===== src/rtl/interval_counter.sv =====
module interval_counter #(
  parameter int CW = 16
) (
  input  logic          clk,
  input  logic          rst_n,
  input  logic          tick_i,
  input  logic          gate_i,
  input  logic          load_i,
  input  logic [2:0]    mode_i,
  input  logic          bcd_i,
  input  logic [CW-1:0] reload_i,
  output logic          out_o,
  output logic [CW-1:0] count_o,
  output logic [2:0]    mode_o,
  output logic          bcd_o
);
  localparam int NW = CW + 1;
  localparam int PW = CW + 2;

  logic [2:0]    mode_q;
  logic          bcd_q, gate_q, run_q, past_q;
  logic [NW-1:0] n_q, ph_q;

  wire [2:0] m = (mode_q[2] & mode_q[1]) ? {1'b0, mode_q[1:0]} : mode_q;
  wire periodic = (m == 3'd2) || (m == 3'd3);
  wire pausable = (m == 3'd0) || (m == 3'd4);
  wire retrig   = periodic || (m == 3'd1) || (m == 3'd5);
  wire rise     = gate_i & ~gate_q;
  wire restart  = load_i | (rise & retrig);
  wire en       = tick_i & (~pausable | gate_i);

  wire [NW-1:0] one    = {{(NW-1){1'b0}}, 1'b1};
  wire [NW-1:0] ph_inc = ph_q + one;
  wire [NW-1:0] new_n  = (reload_i == '0) ? {1'b1, {CW{1'b0}}} : {1'b0, reload_i};
  wire [NW-1:0] half   = (n_q >> 1) + {{(NW-1){1'b0}}, n_q[0]};
  wire [PW-1:0] twice  = {ph_q, 1'b0};

  logic [NW-1:0] wrap, sub;
  assign wrap = (twice >= {1'b0, n_q}) ? NW'(twice - {1'b0, n_q}) : NW'(twice);
  assign sub  = (m == 3'd3) ? wrap : ph_q;
  assign count_o = CW'(n_q - sub);

  always_comb begin
    case (m)
      3'd0, 3'd1: out_o = run_q;
      3'd2:       out_o = run_q & (ph_q == '0);
      3'd3:       out_o = ph_q < half;
      default:    out_o = run_q & ~past_q;
    endcase
  end

  assign mode_o = mode_q;
  assign bcd_o  = bcd_q;

  always_ff @(posedge clk or negedge rst_n) begin
    if (!rst_n) begin
      mode_q <= 3'd3;
      bcd_q  <= 1'b0;
      n_q    <= {1'b1, {CW{1'b0}}};
      ph_q   <= '0;
      run_q  <= 1'b0;
      past_q <= 1'b0;
      gate_q <= 1'b0;
    end else begin
      gate_q <= gate_i;
      if (load_i) begin
        mode_q <= mode_i;
        bcd_q  <= bcd_i;
        n_q    <= new_n;
      end
      if (restart) begin
        ph_q   <= '0;
        run_q  <= 1'b0;
        past_q <= 1'b0;
      end else if (en) begin
        if (periodic) begin
          ph_q  <= (ph_inc == n_q) ? '0 : ph_inc;
          run_q <= 1'b1;
        end else begin
          ph_q <= ph_inc;
          if (ph_inc == n_q) run_q <= 1'b1;
          if (run_q) past_q <= 1'b1;
        end
      end
    end
  end

  assert_hold_idle_R12: assert property (@(posedge clk) disable iff (!rst_n)
    (!tick_i && !restart) |=> ($stable(count_o) && $stable(out_o)));

  assert_step_one_R10: assert property (@(posedge clk) disable iff (!rst_n)
    (en && !restart && !periodic) |=> (count_o == ($past(count_o) - {{(CW-1){1'b0}}, 1'b1})));

  assert_stay_high_R4: assert property (@(posedge clk) disable iff (!rst_n)
    ((m == 3'd0) && out_o && !load_i) |=> out_o);

  assert_single_strobe_R8: assert property (@(posedge clk) disable iff (!rst_n)
    (((m == 3'd4) || (m == 3'd5)) && out_o && en && !restart) |=> !out_o);

  assert_short_pulse_R6: assert property (@(posedge clk) disable iff (!rst_n)
    ((m == 3'd2) && (n_q != one) && out_o && en && !restart) |=> !out_o);

  assert_gate_restart_R9: assert property (@(posedge clk) disable iff (!rst_n)
    (rise && retrig && !load_i) |=> (count_o == $past(n_q[CW-1:0])));
endmodule


===== config.mk =====
export PLATFORM = sky130hd
export DESIGN_NAME = interval_counter
export DESIGN_NICKNAME = d
export VERILOG_FILES = /design/src/rtl/interval_counter.sv
export SDC_FILE = /design/constraint.sdc
export NUM_CORES = 1
export LEC_CHECK = 0
export ABC_AREA = 1
export CAP_MARGIN = 20
export CORE_UTILIZATION = 50
export CTS_CLUSTER_SIZE = 24
export DETAILED_ROUTE_END_ITERATION = 10
export GPL_ROUTABILITY_DRIVEN = 0
export GPL_TIMING_DRIVEN = 0
export PLACE_DENSITY_LB_ADDON = 0.12
export SLEW_MARGIN = 10
export SYNTH_ARGS = -nofsm -noshare
export SYNTH_HDL_FRONTEND = slang
export SYNTH_SLANG_ARGS = --single-unit

===== constraint.sdc =====
create_clock -name clk -period 12.25 [get_ports clk]
set_input_delay 3.0625 -clock clk [delete_from_list [all_inputs] [get_ports clk]]
set_output_delay 3.0625 -clock clk [all_outputs]
set_load 0.01 [all_outputs]

# Word-level counts from Yosys, hierarchy flattened

Cells that the tools add are included.

Flip-flop bits (word level): 41
Input port bits: 25
Logic and storage cells: 61

Add/subtract/negate cells: 4
Order comparisons: 2
Equal/unequal tests: 7
Multiplexer cells: 17
Bitwise logic cells: 11
Reductions and logical operators: 13

Operators by type and width:

| kind                                                | count |
|---|---|
| two-way mux 17 bit                                  | 5 |
| two-way mux 16 bit                                  | 2 |
| subtractor 16 bit                                   | 2 |
| greater-or-equal comparator 18 x 17 -> 1 bit        | 1 |
| adder 16 x 1 -> 17 bit                              | 1 |
| adder 17 x 1 -> 17 bit, second input constant       | 1 |
| equality test 17 bit                                | 1 |
| logical NOT 17 bit                                  | 1 |
| less-than comparator 17 bit                         | 1 |
| logical NOT 16 bit                                  | 1 |
| two-way mux 1 bit                                   | 8 |
| AND 1 bit                                           | 6 |
| equality test 3 x 2 -> 1 bit, second input constant | 2 |
| equality test 3 bit, second input constant          | 2 |
| logical OR 1 bit                                    | 4 |
| nonzero test 2 bit                                  | 2 |
| equality test 3 x 1 -> 1 bit, second input constant | 1 |
| logical NOT 3 bit                                   | 1 |
| two-way mux 3 bit                                   | 1 |
| inverter 1 bit                                      | 3 |
| one-hot mux 1 bit (3 select lines)                  | 1 |
| AND reduction 3 bit                                 | 1 |
| nonzero test 3 bit                                  | 1 |
| != test 2 x 1 -> 1 bit, second input constant       | 1 |
| 3 further kinds                                     | 4 |

# Logic depth before layout (Yosys ltp)

Gate-level depths: netlist of run 1.

Depth after elaboration: 10
Mapped depth: 27
Gate-level depth less buffers: 26

# Least setup slack after synthesis of run 1

OpenSTA, ideal clock, no wires.

Path kind: reg-to-output
Start point: register n_q[3]
End point: output port count_o[13]
Arrival time: 3.639 ns
Data required time: 9.188 ns
Slack: 5.549 ns
Cell stages (with the launch flop): 28
Buffers on the path: 1
Cell sequence: dfrtp_1 -> inv_1 -> ha_1 -> nand2_1 -> inv_1 -> nand2_1 -> nand2_1 -> nand2_1 -> nand2_1 -> nand2_1 -> nand2_1 -> nand3_1 -> nand2_1 -> buf_2 -> a21oi_1 -> o21ai_0 -> o21ai_0 -> ha_1 -> nand3_1 -> nand2_1 -> a21oi_1 -> o21ai_0 -> a21boi_0 -> o21ai_0 -> nand3_1 -> nand2_1 -> nand2_1 -> nand2_1

Cells in the longest elaborated chain, start to end: 4

RTL lines:

| element                                                                                  | line | source |
|---|---|---|
| start, declared                                                                          | 22   | `logic [NW-1:0] n_q, ph_q;` |
| start signal, assigned                                                                   | 59   | `n_q <= {1'b1, {CW{1'b0}}};` |
| start signal, assigned                                                                   | 69   | `n_q <= new_n;` |
| subtractor 16 bit / greater-or-equal comparator 18 x 17 -> 1 bit (equally long branches) | 39   | `assign wrap = (twice >= {1'b0, n_q}) ? NW'(twice - {1'b0, n_q}) : NW'(twice);` |
| two-way mux 16 bit                                                                       | 39   |  |
| two-way mux 16 bit                                                                       | 40   | `assign sub = (m == 3'd3) ? wrap : ph_q;` |
| subtractor 16 bit (*)                                                                    | 41   | `assign count_o = CW'(n_q - sub);` |
| end, declared                                                                            | 13   | `output logic [CW-1:0] count_o,` |

Mark *: on every way between the ends. The rest lies on a longest branch, timed or not.

# Worst setup path in the final report of run 1

Same ends and word-level chain as after synthesis.

==> results.md, run 1 <==
* Largest net degree at the start of global routing at 23
* CP Data Arrival Time at 5530 ps
* Clock transition at the registers of the reported paths at 70 ps
* Worst R2R Setup Slack at 9660 ps
* Synth cell types at 54
* Kind of critical path: flip-flop to output pin
* Slew HR at 0.639
* Nets at 910
* Antenna viol nets, final at 0
* Synth top area cells: nand2_1 (19%), dfrtp_1 (19%), ha_1 (13%)
* Worst vdd ir at 0.0000806 V
* Grt met3 use at 0.0308
* Crit-path slowest cell: clkdlybuf4s50_1
* Via-to-Cell Ratio at 5.54
* I/O pin cnt at 46
* Drt total wl at 14900 um
* Clock Latency Late Sink at 300 ps
* Hold Path Cell Cnt at 2
* Fin worst setup slack at 3660 ps
* Post_cts resized at 0
* Fin crit share at 0.701
* Worst hold path class: flip-flop to flip-flop
* Max Cap Viol at 0
* Mean area per synthesized cell at 6.47 um^2
* GRT Resource Usage Total at 0.301
* Cells after Synth at 778
* Clock root cell: clkbuf_8
* CP Capture Type: output pin
* Crit start category: flip-flop
* Die H at 102 um
* Ys Warns at 0
* Layout Cell Area excl Fill at 5750 um^2
* Setup TNS Final at 0 ps
* Drt drc at 0
* Unrepaired setup endpoints after global routing: false
* Met2 Use GR at 0.506
* Predominant post-synthesis flop cell: dfrtp_1
* Core region area at a little under 10000 um^2
* Top Usage Layer GRT: met2
* Final Hold Vio Count at 0
* Data required, critical path at 9190 ps
* Postcts setup bufs at 0
* Die W at 102 um
* Number of global-route vias before repair at about 4900
* Final core utilization at 0.588
* Crit-path max cell delay at about 520 ps
* Clk_skew at between 5 and 6 ps
* Post-synth top cells: nand2_1 (258), inv_1 (76), nor2_1 (65), nand3_1 (53), ha_1 (52)
* Routed length per instance at 15.4 um
* Power Dens Cells at between 70 and 80 nW/um^2
* Via count at around 5300
* First-pass GRT wire length at 23700 um
* R2R Path Start: ph_q[1]$_DFFE_PN0P_
* IO Port Bufs at 45
* Worst-path maximum fanout at 10
* DR pass1 iterations at 5
* Total CTS buffers at 5
* Clk sinks at 41
* Worst hold path endpoint: bcd_o$_DFFE_PN0P_
* FF-to-FF path depth at 13
* ANT cells at 0
* Area Overhead vs Synth at 14.3%
* Syn nets at 857
* FFs w/ async S/R, synth at 1.00
* Register area share after synthesis at 0.205
* Fmax achieved at 0.116 GHz
* Final min period at about 8600 ps
* Final Max Tran Viols at 0
* Dpl ws at 4040 ps
* Initial antenna violation count at 0
* Dpl cell area at ~5700 um^2
* Post-DP HPWL at 12500 um
* Final setup fails at 0
* Leading area contributor after synthesis: nand2_1
* Post-synth EDFFs at 0
* Die area at 10500 um^2
* Initial DRC count at 289
* P_leak at approximately 0.0029 uW
* Synth top area share at 0.192
* Multi-input logic area at 3600 um^2
* Seq. cell area at a little over 1000 um^2
* Measured slew at the worst slew-check pin at 537 ps
* CTS tree: built
* Initial Util at 0.515
* Hold path start: bcd_o$_DFFE_PN0P_
* Met1 usage at 0.392
* Status: complete, no violations
* CTS HTree Levels at 2
* Most numerous cell in the Yosys netlist: nand2_1
* Rows at 36
* Fill cell count at 957
* CTS max path bufs at 2
* CP most frequent cell: nand2_1
* # hold bufs at CTS at 0
* Synth Cell Area at 5030 um^2
* Yosys reg bits at 41
* Total grt overflow at 0
* Worst R2R End: ph_q[11]$_DFFE_PN0P_
* Share of cells above drive strength 1 at 0.0493
## per-stage QoR
stage	power, uW	hold WS [ps]	instances
3_3_place_gp	345	462	956
2_1_floorplan	273	463	778
4_1_cts	438	485	965
6_report	437	483	965
3_5_place_dp	351	463	957
5_1_grt	466	540	965
## placed cells by master (no fill, tap or decap), drive strengths merged, types with 2 or more instances in the layout
cell type,synthesis,routed
nand2,263,263
inv,77,77
nor2,74,74
o21ai,54,54
nand3,53,53
ha,52,52
a21oi,45,45
clkdlybuf4s50,0,44
dfrtp,38,38
xor2,32,32
clkbuf,8,16
nand4,11,11
buf,8,10
xnor2,8,8
nor4,8,8
nor3,5,5
a211oi,4,4
o21a,3,3
a21boi,3,3
o21bai,3,3
dfstp,3,3
a31oi,2,2
nand3b,2,2
and3,2,2
o31ai,2,2
clkinv,2,2
a22oi,2,2
fa,2,2
o211ai,2,2
## flip-flops by register name (all words and copies together) (netlist names)
name,cells
bcd_o,1
run_q,1
gate_q,1
past_q,1
mode_o,3
n_q,17
ph_q,17
## metal layers
layer  up-vias  routed length, um  share of wire
li1       2667                  -              -
met1      2468               6740           0.45
met2       169               6850           0.46
met3        38                720          0.048
met4         0                584          0.039
met5         -                  0              0
## where the power goes
part | switching (uW) | total (uW) | internal, uW
Clock | 46.1 | 86.6 | 40.5
Combinational | 105 | 194 | 88.1
Sequential | 13.2 | 156 | 143
Total | 165 | 437 | 272
## area by class of cell
type | instances | area share
multi-input combinational | 641 | 0.626
sequential | 41 | 0.179
clock buffer | 8 | 0.0139
timing repair buffer | 46 | 0.0822
inverter | 79 | 0.0516
buffer | 17 | 0.0181
tap | 133 | 0.0289
## how the worst max path moves through the flow
stage                            start           to  slack, ps
global placement    n_q[3]$_DFFE_PN0P_  count_o[13]       4110
detailed placement  n_q[3]$_DFFE_PN0P_  count_o[13]       4040
floorplan           n_q[3]$_DFFE_PN0P_  count_o[13]       5550
global route        n_q[3]$_DFFE_PN0P_  count_o[13]       3250
CTS                 n_q[3]$_DFFE_PN0P_  count_o[13]       3700
finish              n_q[3]$_DFFE_PN0P_  count_o[13]       3660
## critical path: cells and delay by family (launching register included)
family / cells / cell delay, ps
buffers and inverters: 4 / 1040
and+or+nand+nor: 15 / 1470
DFF: 1 / 490
adders and majority gates: 2 / 720
AOI/OAI and AO/OA: 7 / 1480
## logic make-up (layout without fill, tap and decap cells)
kind of cell	count (synthesis)	in the layout	synth area share
fa+ha+maj	54	54	0.137
flops	41	41	0.205
simple gates	421	421	0.359
buf+inv	96	150	0.0796
xor+xnor	42	42	0.0811
compound gates	124	124	0.138
No activity file was read; power rests on OpenSTA's default activity.
==> inputs of run 2 (changes only) <==
==> constraint.sdc (replaced) <==
create_clock -name clk -period 8.5 [get_ports clk]
set_input_delay 2.125 -clock clk [delete_from_list [all_inputs] [get_ports clk]]
set_output_delay 2.125 -clock clk [all_outputs]
set_load 0.01 [all_outputs]
==> results of run 2 <==
Same layout as run 1 (identical final DEF). Status: complete, no violations.
Among the figures that moved: setup slack after placement 4040 ps -> 1230 ps; setup slack after layout 3660 ps -> 845 ps; register-to-register setup slack 9660 ps -> 5910 ps; total power 437 uW -> 629 uW; worst IR drop on VDD 0.0000806 V -> 0.000116 V
